## src/rtl/icache_pkg.sv

```systemverilog
// Shared constants and types for the two-stage instruction cache.
// Assumes 32-bit instructions, word aligned.
package icache_pkg;
    localparam int INSTR_W     = 32;
    localparam int INSTR_BYTES = INSTR_W / 8;
    typedef logic [INSTR_W-1:0] instr_t;
endpackage

```

## src/rtl/icache_tags.sv

```systemverilog
// Tag and valid store of a direct-mapped cache.
// One valid bit and one tag register per line. The lookup compares the
// addressed line combinationally. Invalidate-all wins over a same-cycle write.
module icache_tags #(
    parameter int LINES = 8,
    parameter int IDX_W = 3,
    parameter int TAG_W = 25
) (
    input  logic             clk,
    input  logic             rst_n,
    input  logic             inv_all,
    input  logic [IDX_W-1:0] lk_idx,
    input  logic [TAG_W-1:0] lk_tag,
    output logic             lk_hit,
    input  logic             wr_en,
    input  logic [IDX_W-1:0] wr_idx,
    input  logic [TAG_W-1:0] wr_tag
);
    logic [LINES-1:0] valid_vec;
    logic [LINES-1:0] match_vec;

    for (genvar g = 0; g < LINES; g++) begin : g_line
        logic             vld_q;
        logic [TAG_W-1:0] tag_q;

        // Valid bit: cleared by reset or invalidate, set by a refill of this line.
        always_ff @(posedge clk) begin
            if (!rst_n)
                vld_q <= 1'b0;
            else if (inv_all)
                vld_q <= 1'b0;
            else if (wr_en && wr_idx == IDX_W'(g))
                vld_q <= 1'b1;
        end

        // Tag register: loaded on a refill of this line.
        always_ff @(posedge clk) begin
            if (wr_en && wr_idx == IDX_W'(g))
                tag_q <= wr_tag;
        end

        assign valid_vec[g] = vld_q;
        assign match_vec[g] = vld_q && (tag_q == lk_tag);
    end

    assign lk_hit = match_vec[lk_idx];

    // an invalidate leaves no line valid.
    p_inv_clears_r7: assert property (@(posedge clk) disable iff (!rst_n)
        inv_all |=> (valid_vec == '0));

    // a refill leaves its line valid.
    p_fill_sets_valid_r5: assert property (@(posedge clk) disable iff (!rst_n)
        (wr_en && !inv_all) |=> valid_vec[$past(wr_idx)]);
endmodule

```

## src/rtl/icache_data.sv

```systemverilog
// Data array of the cache: a whole line is written at once and
// one instruction word is read combinationally by line index and word select.
module icache_data
    import icache_pkg::*;
#(
    parameter int LINES  = 8,
    parameter int WORDS  = 4,
    parameter int IDX_W  = 3,
    parameter int WSEL_W = 2,
    parameter int LINE_W = 128
) (
    input  logic              clk,
    input  logic              wr_en,
    input  logic [IDX_W-1:0]  wr_idx,
    input  logic [LINE_W-1:0] wr_line,
    input  logic [IDX_W-1:0]  rd_idx,
    input  logic [WSEL_W-1:0] rd_word,
    output instr_t            rd_data
);
    instr_t mem_q [LINES][WORDS];

    // Line write: every word of the addressed line is replaced.
    always_ff @(posedge clk) begin
        if (wr_en) begin
            for (int w = 0; w < WORDS; w++)
                mem_q[wr_idx][w] <= wr_line[w*INSTR_W +: INSTR_W];
        end
    end

    assign rd_data = mem_q[rd_idx][rd_word];
endmodule

```

## src/rtl/icache_miss_ctl.sv

```systemverilog
// Miss sequencer: counts the cycles a missing request spends in the lookup
// stage. Stall is raised for all but the last of MISS_CYCLES cycles. In the
// last cycle the refill is committed. Assumes the request is held while stalled.
module icache_miss_ctl #(
    parameter int MISS_CYCLES = 3
) (
    input  logic clk,
    input  logic rst_n,
    input  logic lookup_miss,
    output logic stall,
    output logic fill_last
);
    localparam int CNT_W = (MISS_CYCLES > 2) ? $clog2(MISS_CYCLES) : 1;
    localparam logic [CNT_W-1:0] LAST = CNT_W'(MISS_CYCLES - 1);

    logic [CNT_W-1:0] cnt_q;

    // Cycle counter of the current miss; restarts when no miss is pending.
    always_ff @(posedge clk) begin
        if (!rst_n)
            cnt_q <= '0;
        else if (lookup_miss && cnt_q != LAST)
            cnt_q <= cnt_q + 1'b1;
        else
            cnt_q <= '0;
    end

    assign fill_last = lookup_miss && (cnt_q == LAST);
    assign stall     = lookup_miss && (cnt_q != LAST);

    // the counter never passes the last miss cycle.
    p_cnt_bound_r4: assert property (@(posedge clk) disable iff (!rst_n)
        cnt_q <= LAST);

    // a stalled miss is still missing in the next cycle.
    p_stall_continues_fill_r4: assert property (@(posedge clk) disable iff (!rst_n)
        stall |=> lookup_miss);
endmodule

```

## src/rtl/icache_pipe.sv

```systemverilog
// Two-stage pipelined, direct-mapped, read-only instruction cache.
// Stage 1 checks the tag of req_addr. Stage 2 reads the data array
// for the request registered at the end of stage 1. A miss holds the request
// in stage 1 for MISS_CYCLES cycles while fill_line is taken from memory.
// Assumes the requester holds req_valid/req_addr while stall is high and that
// fill_line reflects fill_addr while fill_req is high.
module icache_pipe
    import icache_pkg::*;
#(
    parameter int ADDR_W      = 32,
    parameter int LINES       = 8,
    parameter int LINE_BYTES  = 16,
    parameter int MISS_CYCLES = 3
) (
    input  logic                    clk,
    input  logic                    rst_n,
    input  logic                    inv_all,
    input  logic                    req_valid,
    input  logic [ADDR_W-1:0]       req_addr,
    output logic                    stall,
    output logic                    rsp_valid,
    output logic [INSTR_W-1:0]      rsp_instr,
    output logic                    fill_req,
    output logic [ADDR_W-1:0]       fill_addr,
    input  logic [LINE_BYTES*8-1:0] fill_line
);
    localparam int OFF_W  = $clog2(LINE_BYTES);
    localparam int IDX_W  = $clog2(LINES);
    localparam int TAG_W  = ADDR_W - OFF_W - IDX_W;
    localparam int WORDS  = LINE_BYTES / INSTR_BYTES;
    localparam int WSEL_W = $clog2(WORDS);
    localparam int LINE_W = LINE_BYTES * 8;
    localparam int BYTE_W = $clog2(INSTR_BYTES);

    logic [IDX_W-1:0]  s1_idx;
    logic [TAG_W-1:0]  s1_tag;
    logic [WSEL_W-1:0] s1_word;
    logic              s1_hit;
    logic              lookup_miss;
    logic              fill_last;
    logic              advance;
    logic              unused_addr_lo;

    logic              s2_valid_q;
    logic [IDX_W-1:0]  s2_idx_q;
    logic [WSEL_W-1:0] s2_word_q;
    instr_t            s2_data;

    assign s1_idx         = req_addr[OFF_W +: IDX_W];
    assign s1_tag         = req_addr[ADDR_W-1 -: TAG_W];
    assign s1_word        = req_addr[BYTE_W +: WSEL_W];
    assign unused_addr_lo = ^req_addr[BYTE_W-1:0];

    icache_tags #(.LINES(LINES), .IDX_W(IDX_W), .TAG_W(TAG_W)) u_tags (
        .clk    (clk),
        .rst_n  (rst_n),
        .inv_all(inv_all),
        .lk_idx (s1_idx),
        .lk_tag (s1_tag),
        .lk_hit (s1_hit),
        .wr_en  (fill_last),
        .wr_idx (s1_idx),
        .wr_tag (s1_tag)
    );

    assign lookup_miss = req_valid && !s1_hit;

    icache_miss_ctl #(.MISS_CYCLES(MISS_CYCLES)) u_miss (
        .clk        (clk),
        .rst_n      (rst_n),
        .lookup_miss(lookup_miss),
        .stall      (stall),
        .fill_last  (fill_last)
    );

    assign advance   = req_valid && (s1_hit || fill_last);
    assign fill_req  = lookup_miss;
    assign fill_addr = {req_addr[ADDR_W-1:OFF_W], {OFF_W{1'b0}}};

    // Stage register between lookup and data read.
    always_ff @(posedge clk) begin
        if (!rst_n)
            s2_valid_q <= 1'b0;
        else
            s2_valid_q <= advance;
    end

    // Line index and word select carried into the data stage.
    always_ff @(posedge clk) begin
        if (advance) begin
            s2_idx_q  <= s1_idx;
            s2_word_q <= s1_word;
        end
    end

    icache_data #(
        .LINES(LINES), .WORDS(WORDS), .IDX_W(IDX_W),
        .WSEL_W(WSEL_W), .LINE_W(LINE_W)
    ) u_data (
        .clk    (clk),
        .wr_en  (fill_last),
        .wr_idx (s1_idx),
        .wr_line(fill_line),
        .rd_idx (s2_idx_q),
        .rd_word(s2_word_q),
        .rd_data(s2_data)
    );

    assign rsp_valid = s2_valid_q;
    assign rsp_instr = s2_valid_q ? s2_data : '0;

    // the requester keeps its address while stalled.
    p_addr_held_r4: assert property (@(posedge clk) disable iff (!rst_n)
        stall |=> $stable(req_addr));

    // a response always follows a presented request.
    p_rsp_after_req_r9: assert property (@(posedge clk) disable iff (!rst_n)
        rsp_valid |-> $past(req_valid));

    // a stalled cycle produces no response in the next cycle.
    p_no_rsp_after_stall_r9: assert property (@(posedge clk) disable iff (!rst_n)
        stall |=> !rsp_valid);
endmodule

```

## config.mk

```make
export PLATFORM = sky130hd
export DESIGN_NAME = icache_pipe
export DESIGN_NICKNAME = d
export VERILOG_FILES = /design/src/rtl/icache_pkg.sv /design/src/rtl/icache_tags.sv /design/src/rtl/icache_data.sv /design/src/rtl/icache_miss_ctl.sv /design/src/rtl/icache_pipe.sv
export SDC_FILE = /design/constraint.sdc
export NUM_CORES = 1
export LEC_CHECK = 0
export BUFFER_PORTS_ARGS = -buffer_cell sky130_fd_sc_hd__buf_2
export CAP_MARGIN = 10
export CORE_ASPECT_RATIO = 1.2
export CORE_MARGIN = 4
export CORE_UTILIZATION = 25
export DETAILED_ROUTE_END_ITERATION = 10
export PLACE_DENSITY_LB_ADDON = 0.1
export SLEW_MARGIN = 20
export SYNTH_ARGS = -nofsm -noshare
export SYNTH_HDL_FRONTEND = slang
export SYNTH_SLANG_ARGS = --single-unit
```

## constraint.sdc

```tcl
create_clock -name clk -period 24.8 [get_ports clk]
set_input_delay 2.48 -clock clk [delete_from_list [all_inputs] [get_ports clk]]
set_output_delay 2.48 -clock clk [all_outputs]
set_load 0.05 [all_outputs]
```

==> reports/metrics.csv <==
metric;value;unit
synth.area.top_cells;edfxtp_1, mux4_2, xor2_1;
synth_enable_flop_cells;1229;
p_total;0.00457;W
ys_warn_count;0;
rows;176;
layout_common_cells;edfxtp_1, mux4_2, buf_2, clkbuf_16, xor2_1;
detail-route-antenna-nets;0;
skew;0.0349;ns
syn-cell-area;48300;µm²
fin_setup_tns;0;ns
core-area;192000;µm²
dp_hpwl;71700;µm
grt_overflow;0;
crit_slowest_cell;or3_1;
cp_top_family;simple AND/OR/NAND/NOR gates;
max_freq;122;MHz
path_max_fanout;11;
period_minus_slack;8.17;ns
grt_setup_unrepaired;false;
drc;0;
clk_path_buf_depth;3;
crit_chain;buf_2 > nand2b_1 > a2111oi_0 > a41o_1 > or3_1 > a21boi_2 > nor3_1 > buf_2;
final_common_cell;edfxtp_1;
grt_max_degree;130;
relSlewSlack;0.362;
min_from;u_tags.g_line[5].vld_q;
io_buffers;224;
vias;21900;
final_hold_viol_count;0;
post-route-util;0.297;
leakagePower;17.8;nW
drv_cap;0;
avgSynthCellArea;22.8;µm²
synth_top_flop_cell;edfxtp_1;
power.density;80.1;nW/µm²
worst_ep_arrival_time;5.69;ns
min_path_type;register to register;
clkTransAtPathRegs;0.05;ns
synthDominantCellAreaShare;0.764;
htreeDepth;4;
ys_types;45;
grt_pass1_wl;182000;µm
yosys.area.top_type;edfxtp_1;
worstReg2RegStart;u_tags.g_line[7].tag_q[10];
area_delta_synth_final;18.1;%
ioPinCount;231;
cp-startpoint;req_addr[5];
async_reset_ff_frac;0;
crit_path_end_kind;output pin;
nets;2553;
ys_ff_latch;1243;
status;complete, no violations;
drtIter0Drc;1645;
timing.final.crit_share;0.329;
post_cts_resized;0;
ys_seq_area_frac;0.770;
cts_buffers;144;
slew_viol_final;0;
path_buf_inv;2;
gp_congestion;0.717;
clock_latency;0.77;ns
worst_pin_slew;0.957;ns
cts_setup_buffers;0;
setup_viol;0;
startpoint_type;primary input;
layout-drive-gt1-share;0.319;
crit_required;22.32;ns
cts_root_buf;clkbuf_16;
cts_num_sinks;1243;
dieArea;200000;µm²
nFillCells;18800;
grt_pass1_vias;23900;
start_util;0.252;
via_per_inst;4.30;
irDropWorstVdd;0.0694;mV
antenna_found_initial;57;
crit_type;primary input to output pin;
die-width;409;µm
routed_wl;130000;µm
cts_tree;yes;
firstDrtPassIters;4;
grt_usage;0.128;
synthCells;2115;
hold_buffers;0;
wl_per_cell;25.4;µm
cpPeakStageDelay;0.66;ns
die_h;490;µm
cp_common_cell;buf_2;
==> kinds of logic (layout without fill, tap and decap cells) <==
| logic type | count (synthesis) | after routing | synth area share |
|---|---|---|---|
| adders and majority gates | 1 | 1 | 0.000259 |
| muxes | 354 | 354 | 0.156 |
| xor gates and xnor gates | 195 | 195 | 0.0354 |
| other | 1 | 18 | 0.0000776 |
| and+or+nand+nor | 148 | 148 | 0.0184 |
| AOI/OAI and AO/OA | 23 | 23 | 0.00365 |
| DFF | 1243 | 1243 | 0.770 |
| buffers and inverters | 150 | 533 | 0.0163 |
==> final timing paths <==
kind	endpoint	slack, ns	cells after the start
worst max-delay path	stall	16.63	8
worst min-delay path	u_tags.g_line[5].vld_q	0.45	2
worst max register to register	u_data.mem_q[5][33]	20.47	9
worst min register to register	u_tags.g_line[5].vld_q	0.45	2
==> report_power, final <==
part           internal (W)  switching (W)  total (W)  leakage [nW]
clock network       0.00121       0.000845    0.00205          2.21
registers           0.00231     0.00000465    0.00232          11.2
logic             0.0000803       0.000126   0.000206          4.40
total               0.00360       0.000975    0.00457          17.8
==> area by class of cell <==
type	count	area, µm²	area share
sequential	1243	37200	0.652
multi-input combinational	725	10400	0.183
clock buffer	185	3820	0.0670
tap	2581	3230	0.0566
timing repair buffer	266	1570	0.0276
clock inverter	74	733	0.0129
antenna	14	35.0	0.000614
inverter	8	30.0	0.000526
==> state kept, by name, summed over array words and instances, names as in the netlist, named ones only <==
| register | flops |
|---|---|
| u_tags.g_line.vld_q | 8 |
| rsp_valid | 1 |
| s2_word_q | 2 |
| u_data.mem_q | 1024 |
| u_miss.cnt_q | 2 |
| u_tags.g_line.tag_q | 200 |
| s2_idx_q | 3 |
==> worst register-to-register path, cell delays in order, from the launching register on <==
cell,delay [ns]
edfxtp_1,0.38
xor2_1,0.14
nor4_1,0.08
nand3_1,0.12
o22ai_1,0.15
nor3_2,0.50
nand4_1,0.26
nor2_4,0.74
buf_4,0.84
buf_4,0.72
==> stage by stage <==
step	cell area [µm²]	hold WS, ns	cells	setup slack (ns)
floorplan	48300	0.417	2118	8.13
global placement	52400	0.435	4822	16.63
detailed placement	52400	0.436	4822	16.63
CTS	57000	0.449	5081	16.63
global route	57000	0.475	5082	16.50
finish	57100	0.449	5096	16.63
==> per-layer routing <==
metal,up-vias,global-route usage,routed length [µm]
li1,9369,-,-
met5,-,0,230
met3,216,0.0454,9600
met2,535,0.211,62400
met4,36,0.0340,2860
met1,11800,0.162,54500
==> synth_stat cells (4+ instances only) <==
cell and count:
buf_6 5, clkbuf_1 48, xor2_1 146, nor2b_1 34, o21a_1 4, mux2i_1 32
xnor2_1 49, edfxtp_1 1229, nor4_1 39, buf_2 46, buf_4 34, nand3_1 10
nand2_1 11, mux4_2 320, nor2_1 15, inv_1 8, nand4_1 16, nor3_1 7
buf_1 9, dfxtp_1 14
Note: power is estimated with default switching activity, not from simulation.
